<file path="config.mk">
export PLATFORM = sky130hd
export DESIGN_NAME = upper_bank_ctl
export DESIGN_NICKNAME = d
export VERILOG_FILES = /design/src/rtl/ubs_pkg.sv /design/src/rtl/ubs_switch_decode.sv /design/src/rtl/ubs_cfg_reg.sv /design/src/rtl/ubs_addr_map.sv /design/src/rtl/upper_bank_ctl.sv
export SDC_FILE = /design/constraint.sdc
export NUM_CORES = 1
export LEC_CHECK = 0
export BUFFER_PORTS_ARGS = -buffer_cell sky130_fd_sc_hd__clkbuf_2
export CAP_MARGIN = 20
export CORE_AREA = 10 10 47 49
export DETAILED_ROUTE_END_ITERATION = 10
export DIE_AREA = 0 0 57 59
export PLACE_DENSITY = 0.76
export SYNTH_ARGS = -nofsm -noshare
export SYNTH_HDL_FRONTEND = slang
export SYNTH_SLANG_ARGS = --single-unit
</file>
<file path="constraint.sdc">
create_clock -name clk -period 2.46 [get_ports clk]
set_input_delay 0 -clock clk [delete_from_list [all_inputs] [get_ports clk]]
set_output_delay 0 -clock clk [all_outputs]
set_load 0.01 [all_outputs]
</file>
<file path="src/rtl/ubs_pkg.sv">
package ubs_pkg;

  // Width of the soft-switch select field taken from the low address bits
  localparam int SEL_W = 4;

  typedef struct packed {
    logic bank_alt;  // 1: bank 1, folded onto the page below the upper region
    logic rom_rd;    // 1: upper-region reads come from ROM
    logic wr_prot;   // 1: upper-region RAM writes are blocked
  } ubs_cfg_t;

  localparam ubs_cfg_t CFG_RESET = '{bank_alt: 1'b0, rom_rd: 1'b1, wr_prot: 1'b0};

  // Bit 3 picks the bank, bits 1:0 the mode, bit 2 is unused
  function automatic ubs_cfg_t decode_sel(input logic [SEL_W-1:0] sel);
    ubs_cfg_t c;
    c.bank_alt = sel[3];
    c.rom_rd   = sel[1] ^ sel[0];
    c.wr_prot  = ~sel[0];
    return c;
  endfunction

endpackage

</file>
<file path="src/rtl/ubs_switch_decode.sv">
module ubs_switch_decode
  import ubs_pkg::*;
#(
  parameter int              ADDR_W  = 16,
  parameter logic [ADDR_W-1:0] SW_BASE = 16'hC080
) (
  input  logic              valid,
  input  logic              wr,
  input  logic [ADDR_W-1:0] addr,
  output logic              hit,
  output logic              upd,
  output ubs_cfg_t          nxt
);
  localparam int TAG_W = ADDR_W - SEL_W;
  localparam logic [TAG_W-1:0] SW_TAG = SW_BASE[ADDR_W-1:SEL_W];

  always_comb begin
    hit = (addr[ADDR_W-1:SEL_W] == SW_TAG);
    upd = valid & wr & hit;
    nxt = decode_sel(addr[SEL_W-1:0]);
  end
endmodule

</file>
<file path="src/rtl/ubs_cfg_reg.sv">
module ubs_cfg_reg
  import ubs_pkg::*;
(
  input  logic     clk,
  input  logic     rst,
  input  logic     upd,
  input  ubs_cfg_t nxt,
  output ubs_cfg_t cfg
);
  always_ff @(posedge clk) begin
    if (rst)      cfg <= CFG_RESET;
    else if (upd) cfg <= nxt;
  end
endmodule

</file>
<file path="src/rtl/ubs_addr_map.sv">
module ubs_addr_map
  import ubs_pkg::*;
#(
  parameter int                ADDR_W     = 16,
  parameter int                PAGE_W     = 12,
  parameter logic [ADDR_W-1:0] UPPER_BASE = 16'hD000
) (
  input  logic              valid,
  input  logic              wr,
  input  logic              sw_hit,
  input  logic [ADDR_W-1:0] addr,
  input  ubs_cfg_t          cfg,
  output logic [ADDR_W-1:0] ram_addr,
  output logic              ram_we,
  output logic              rd_rom
);
  localparam int PTAG_W = ADDR_W - PAGE_W;
  localparam logic [PTAG_W-1:0] BANK_TAG = UPPER_BASE[ADDR_W-1:PAGE_W];
  localparam logic [PTAG_W-1:0] ALT_TAG  = BANK_TAG - PTAG_W'(1);

  logic in_upper;
  logic in_bank;

  always_comb begin
    in_upper = (addr >= UPPER_BASE);
    in_bank  = (addr[ADDR_W-1:PAGE_W] == BANK_TAG);
    if (in_bank && cfg.bank_alt) ram_addr = {ALT_TAG, addr[PAGE_W-1:0]};
    else                         ram_addr = addr;
    ram_we = valid & wr & ~sw_hit & ~(in_upper & cfg.wr_prot);
    rd_rom = valid & in_upper & cfg.rom_rd;
  end
endmodule

</file>
<file path="src/rtl/upper_bank_ctl.sv">
module upper_bank_ctl
  import ubs_pkg::*;
#(
  parameter int                ADDR_W     = 16,
  parameter int                PAGE_W     = 12,
  parameter logic [ADDR_W-1:0] SW_BASE    = 16'hC080,
  parameter logic [ADDR_W-1:0] UPPER_BASE = 16'hD000
) (
  input  logic              clk,
  input  logic              rst,
  input  logic              bus_valid,
  input  logic              bus_wr,
  input  logic [ADDR_W-1:0] bus_addr,
  output logic [ADDR_W-1:0] ram_addr,
  output logic              ram_we,
  output logic              rd_from_rom,
  output logic              cfg_wr_prot,
  output logic              cfg_rom_rd,
  output logic              cfg_bank_alt
);
  logic     sw_hit;
  logic     sw_upd;
  ubs_cfg_t sw_nxt;
  ubs_cfg_t cfg_q;

  ubs_switch_decode #(.ADDR_W(ADDR_W), .SW_BASE(SW_BASE)) u_dec (
    .valid(bus_valid), .wr(bus_wr), .addr(bus_addr),
    .hit(sw_hit), .upd(sw_upd), .nxt(sw_nxt)
  );

  ubs_cfg_reg u_cfg (
    .clk(clk), .rst(rst), .upd(sw_upd), .nxt(sw_nxt), .cfg(cfg_q)
  );

  ubs_addr_map #(.ADDR_W(ADDR_W), .PAGE_W(PAGE_W), .UPPER_BASE(UPPER_BASE)) u_map (
    .valid(bus_valid), .wr(bus_wr), .sw_hit(sw_hit), .addr(bus_addr),
    .cfg(cfg_q), .ram_addr(ram_addr), .ram_we(ram_we), .rd_rom(rd_from_rom)
  );

  assign cfg_wr_prot  = cfg_q.wr_prot;
  assign cfg_rom_rd   = cfg_q.rom_rd;
  assign cfg_bank_alt = cfg_q.bank_alt;
endmodule

</file>
==> out/qor.yml, run 1 <==
ctsResizeCount: 0
fin_ws_ns: 1.26
synthArstFlopShare: 0
dpl_cell_area_um2: 469
synth_area_um2: 360
syn2layout_area_growth_pct: 37.5
fin_tns_setup_ns: 0
avgSynthCellArea_um2: 8.19
gp_congestion: 0.768
grt_usage: 0.0685
leakage_uw: 0.000274
largest_reg_flops: 3
skew_ns: 0
dieHeight_um: 59
yosys_warnings: 0
h-tree-depth: 1
cp.required_ns: 2.58
cts_buffer_depth: 2
reg_top3: "u_cfg.cfg (3)"
cts_root_buffer: "clkbuf_4"
port_buffers: 38
cts_buffers: 3
avgViaCountPerCell: 4.34
cts_setup_buffers: 0
die_area_mm2: 0.00336
setup_viol: 0
drt_iter0_markers: 4
regToRegEndpoint: "u_cfg.cfg[0]"
period_share: 0.489
worstRegToRegCells: 3
coreArea_mm2: 0.00140
antenna_cells: 0
clkSinkCount: 3
maxSlewViolCount: 0
final_area_um2: 495
reg2reg_from: "u_cfg.cfg[0]"
path_class: "input port to flip-flop"
antenna_left: 0
hold_viol_final: 0
synth_fp_nets: 64
holdCritPathClass: "input port to primary output"
cts_tree: "yes"
io_pins: 41
finalWorstPathRequiredPeriod_ns: 1.20
drive_gt1_frac: 0.648
wl_um: 1160
grt_overflow_total: 0
tightest_slew_ns: 0.338
clk_pin_slew_worst_paths_ns: 0.04
crit_path_max_fanout: 3
synthFlopType: "dfxtp_1"
cts_hold_buf: 0
route.detailed.drc: 0
largest_register: "u_cfg.cfg"
synthTopCellsByCount: "12 x buf_4, 6 x nor2_1, 3 x clkbuf_1, 3 x dfxtp_1"
synth_seq_area_share: 0.167
cp-endpoint: "u_cfg.cfg[0]"
synth_cell_types: 19
clk_latency_ns: 0.24
synth_edf_count: 0
yosys-top-cells-area: "buf_4 25%, dfxtp_1 17%, nor2_1 6.3%"
final_nets: 92
grt_max_degree: 7
antenna_found_initial: 0
rows: 14
outcome: "finished clean"
critical_path.endpoint_type: "flip-flop"
initial_utilization: 0.257
rrSetupSlack_ns: 1.68
fmax_mhz: 832
yosysTopAreaCellShare: 0.250
die_x_um: 57
pre_cts_ws_ns: 0.998
grt_pass1_wl_um: 1840
grt_pass1_vias: 426
powerDensity_mw_per_mm2: 388
dr.pass1.iters: 4
synth_seq_cells: 3
slew_headroom: 0.773
synth_top_area_cell: "buf_4"
cap_violations: 0
startpoint: "bus_addr[12]"
via_count: 378
fillers: 168
arrival_ns: 1.33
yosysMostFrequentCell: "buf_4"
ir_drop_mv: 0.196
critical_path.startpoint_type: "input port"
avgRoutedWirePerCell_um: 13.3
netlist_instances: 44
rsz0062_at_grt: "false"
## stage by stage
| step | total power (uW) | hold slack, ns | std cells | utilization |
|---|---|---|---|---|
| 6_report | 192 | 0.000232 | 87 | 0.354 |
| 4_1_cts | 199 | 0.000322 | 87 | 0.354 |
| 3_3_place_gp | 105 | 0.000322 | 83 | 0.335 |
| 2_1_floorplan | 85.8 | 0.0918 | 44 | - |
| 3_5_place_dp | 106 | 0.000322 | 83 | 0.335 |
| 5_1_grt | 206 | 0.000235 | 87 | 0.354 |
## report_power, final
part	switching (uW)	internal [uW]
Sequential	0.00195	48.9
Clock	27.4	60.9
Combinational	28.5	26.4
## critical path, stage by stage
cell      delay, ns
clkbuf_2       0.10
or4b_4         0.55
nor4_4         0.34
mux2_4         0.33
## layout make-up
cell class / instances / area (um2) / area share
Inverter: 2 / 7.51 / 0.0152
Timing Repair Buffer: 38 / 190 / 0.384
Clock buffer: 4 / 26.3 / 0.0530
Tap cell: 16 / 20.0 / 0.0404
Multi-Input combinational cell: 24 / 191 / 0.386
Sequential cell: 3 / 60.1 / 0.121
## layout by cell type (no fill, tap or decap), drive strengths merged
cell    synthesis  layout
or4bb           1       1
or4b            1       1
mux2i           2       2
dfxtp           3       3
mux2            1       1
nor2            6       6
inv             2       2
a21oi           1       1
nand3b          1       1
nand2b          2       2
o311ai          1       1
or3             1       1
nor3            2       2
xor2            1       1
nand2           2       2
nor4            1       1
clkbuf          3      42
o21a            1       1
## routing by layer
layer / routed length [um] / GRT usage
met4: 31 / 0.0604
met5: 0 / 0
met1: 406 / 0.0587
met3: 134 / 0.0322
met2: 584 / 0.118
## kinds of logic (layout without fill, tap and decap cells)
family,count (synthesis),after routing,synth area share
AOI/OAI and AO/OA,3,3,0.0590
xor gates and xnor gates,1,1,0.0243
buffers and inverters,17,44,0.302
DFF,3,3,0.167
muxes,3,3,0.0972
and+or+nand+nor,17,17,0.351
## worst min-delay path by stage
stage	from	cells after the start	end
6_report	bus_addr[2]	0	ram_addr[2]
4_1_cts	bus_addr[2]	0	ram_addr[2]
5_1_grt	bus_addr[2]	0	ram_addr[2]
3_5_place_dp	bus_addr[2]	0	ram_addr[2]
2_1_floorplan	bus_addr[0]	1	ram_addr[0]
3_3_place_gp	bus_addr[2]	0	ram_addr[2]
Note: power is estimated with default switching activity, not from simulation.
==> run 2, diff against run 1 <==
Settings changed: PLACE_DENSITY 0.76 to 0.78.
Clock period 2.46 ns to 1 ns, I/O delays scaled along.
==> out/qor.yml, run 2 (synthesis gave the netlist of run 1 again) <==
dp_cells: 92  # +11%
dieHeight_um: 59  # unchanged
cts_buffer_depth: 2  # unchanged
drt_iter0_markers: 0  # -4
cts_root_buffer: "clkbuf_4"
antenna_found_initial: 0  # unchanged
outcome: "finished with violations"
ir_drop_mv: 0.433  # +120%
period_share: 1.11
clkSinkCount: 3  # unchanged
slew_headroom: 0.835  # +0.0613
fin_ws_ns: -0.112  # -1.37 ns
initial_utilization: 0.257  # unchanged
dp_hpwl_um: 1090
avgViaCountPerCell: 4.06  # -6.5%
rows: 14  # unchanged
regToRegEndpoint: "u_cfg.cfg[0]"
p_switching_uw: 140  # +150%
antenna_cells: 0  # unchanged
io_pins: 41  # unchanged
powerDensity_mw_per_mm2: 848  # +120%
largest_register: "u_cfg.cfg"
clk_pin_slew_worst_paths_ns: 0.04  # about the same
drive_gt1_frac: 0.707  # +0.0594
final_cells: 98  # +13%
dr.pass1.iters: 1  # -3
sw_frac_of_total: 0.279  # -0.0117
clk_latency_ns: 0.23  # about the same
port_buffers: 38  # unchanged
avgRoutedWirePerCell_um: 12.4  # -6.6%
p_comb_frac: 0.340  # +0.054
violations: "negative setup slack"
worstRegToRegCells: 3  # unchanged
rsz0062_at_grt: "true"
largest_reg_flops: 3  # unchanged
finalWorstPathRequiredPeriod_ns: 1.11
cts_hold_buf: 0  # unchanged
grt_usage: 0.0689  # +0.000433
via_count: 398  # +5.3%
holdCritPathClass: "input port to primary output"
seqPwrFrac: 0.239  # -0.016
crit_chain: "buf_6 > or4b_4 > nor4_4 > mux2_4"
grt_max_degree: 7  # unchanged
die_area_mm2: 0.00336  # unchanged
final_cell_mix: "37 x clkbuf_2, 11 x buf_4, 6 x nor2_1"
leakage_uw: 0.000331  # +21%
syn2layout_area_growth_pct: 64.6
cp_slowest_cell: "or4b_4"
critical_path.startpoint_type: "input port"
setup_viol: 4  # +4
path_class: "input port to flip-flop"
rrSetupSlack_ns: 0.22  # -1.46 ns
fmax_mhz: 899
cp_top_family: "simple AND/OR/NAND/NOR gates"
antenna_left: 0  # unchanged
whs_path_depth: 0  # unchanged
cts_buffers: 3  # unchanged
fillers: 154  # -8.3%
reg_top3: "u_cfg.cfg (3)"
reg2reg_from: "u_cfg.cfg[0]"
critical_path.endpoint_type: "flip-flop"
p_int_uw: 362  # +170%
final_nets: 103  # +12%
cp.depth: 4  # unchanged
arrival_ns: 1.23  # -0.10 ns
wl_um: 1220  # +5.2%
grt_overflow_total: 0  # unchanged
h-tree-depth: 1  # unchanged
fin_hold_ws_ns: 0.00000443  # -0.000227 ns
crit_path_max_fanout: 2  # -1
hold_viol_final: 0  # unchanged
hp-start: "bus_addr[2]"
route.detailed.drc: 0  # unchanged
final_common_cell: "clkbuf_2"
skew_ns: 0  # unchanged
cp_num_buf_inv: 1  # unchanged
critical_path.max_stage_delay_ns: 0.55  # about the same
cap_violations: 0  # unchanged
maxSlewViolCount: 0  # unchanged
grt_pass1_vias: 442  # +3.8%
cp.required_ns: 1.12  # -1.46 ns
fin_util: 0.423  # +0.0696
tightest_slew_ns: 0.246  # -0.0913 ns
coreArea_mm2: 0.00140  # unchanged
cts_tree: "yes"
die_x_um: 57  # unchanged
gp_congestion: 0.799  # +4.1%
pwr-share-clk: 0.420  # -0.040
hold-path-endpoint: "ram_addr[2]"
grt_pass1_wl_um: 1890  # +3.0%
-- run 2: cell types whose count changed in the layout (fill, tap and decap cells not counted) --
cell	delta
o311ai_0	-1
o311ai_1	+1
nor3_2	+1
nor3_1	-1
buf_6	+1
or3_4	+1
clkbuf_2	-1
or3_2	-1
buf_4	+11
-- run 2: what timing repair did --
item | CTS | global route
resized for setup | 1 | 2
pin swaps | 1 | 0
endpoints found under the setup margin | 4 | 5
setup buffers | 1 | 1
-- run 2: how the worst max path moves through the flow --
stage                 start            to  slack [ns]
3_5_place_dp   bus_addr[12]  u_cfg.cfg[0]       -0.36
5_1_grt        bus_addr[12]  u_cfg.cfg[0]       -0.13
2_1_floorplan  bus_addr[12]  u_cfg.cfg[0]       -0.30
6_report       bus_addr[12]  u_cfg.cfg[0]       -0.11
3_3_place_gp   bus_addr[12]  u_cfg.cfg[0]       -0.34
4_1_cts        bus_addr[12]  u_cfg.cfg[0]       -0.11
-- run 2: per-layer routing --
metal | wire [um] | track usage | share of wire
met4 | 0 | 0.0403 | 0
met5 | 0 | 0 | 0
met3 | 98 | 0.0236 | 0.081
met1 | 487 | 0.0719 | 0.40
met2 | 631 | 0.118 | 0.52
-- run 2: layout make-up --
type | count | area [um2] | share of cell area
Timing Repair Buffer | 49 | 279 | 0.470
Multi-Input combinational cell | 24 | 200 | 0.338
Sequential cell | 3 | 60.1 | 0.101
Clock buffer | 4 | 26.3 | 0.0443
Tap cell | 16 | 20.0 | 0.0338
Inverter | 2 | 7.51 | 0.0127
-- run 2: power by group through the flow --
stage / logic (uW) / registers [uW] / clock network (uW)
floorplan: 89.9 / 122 / 0
global placement: 161 / 122 / 0
detailed placement: 163 / 122 / 0
CTS: 166 / 120 / 226
global route: 188 / 120 / 234
finish: 171 / 120 / 211
-- run 2: stage by stage --
step / total power (uW) / instance area, um2 / TNS (ns) / setup WS [ns]
after floorplan: 212 / 364 / -0.542 / -0.295
after global placement: 283 / 541 / -0.954 / -0.339
after detailed placement: 285 / 541 / -1.04 / -0.358
after CTS: 513 / 574 / -0.335 / -0.114
after global routing: 542 / 593 / -0.481 / -0.132
final: 503 / 593 / -0.318 / -0.112
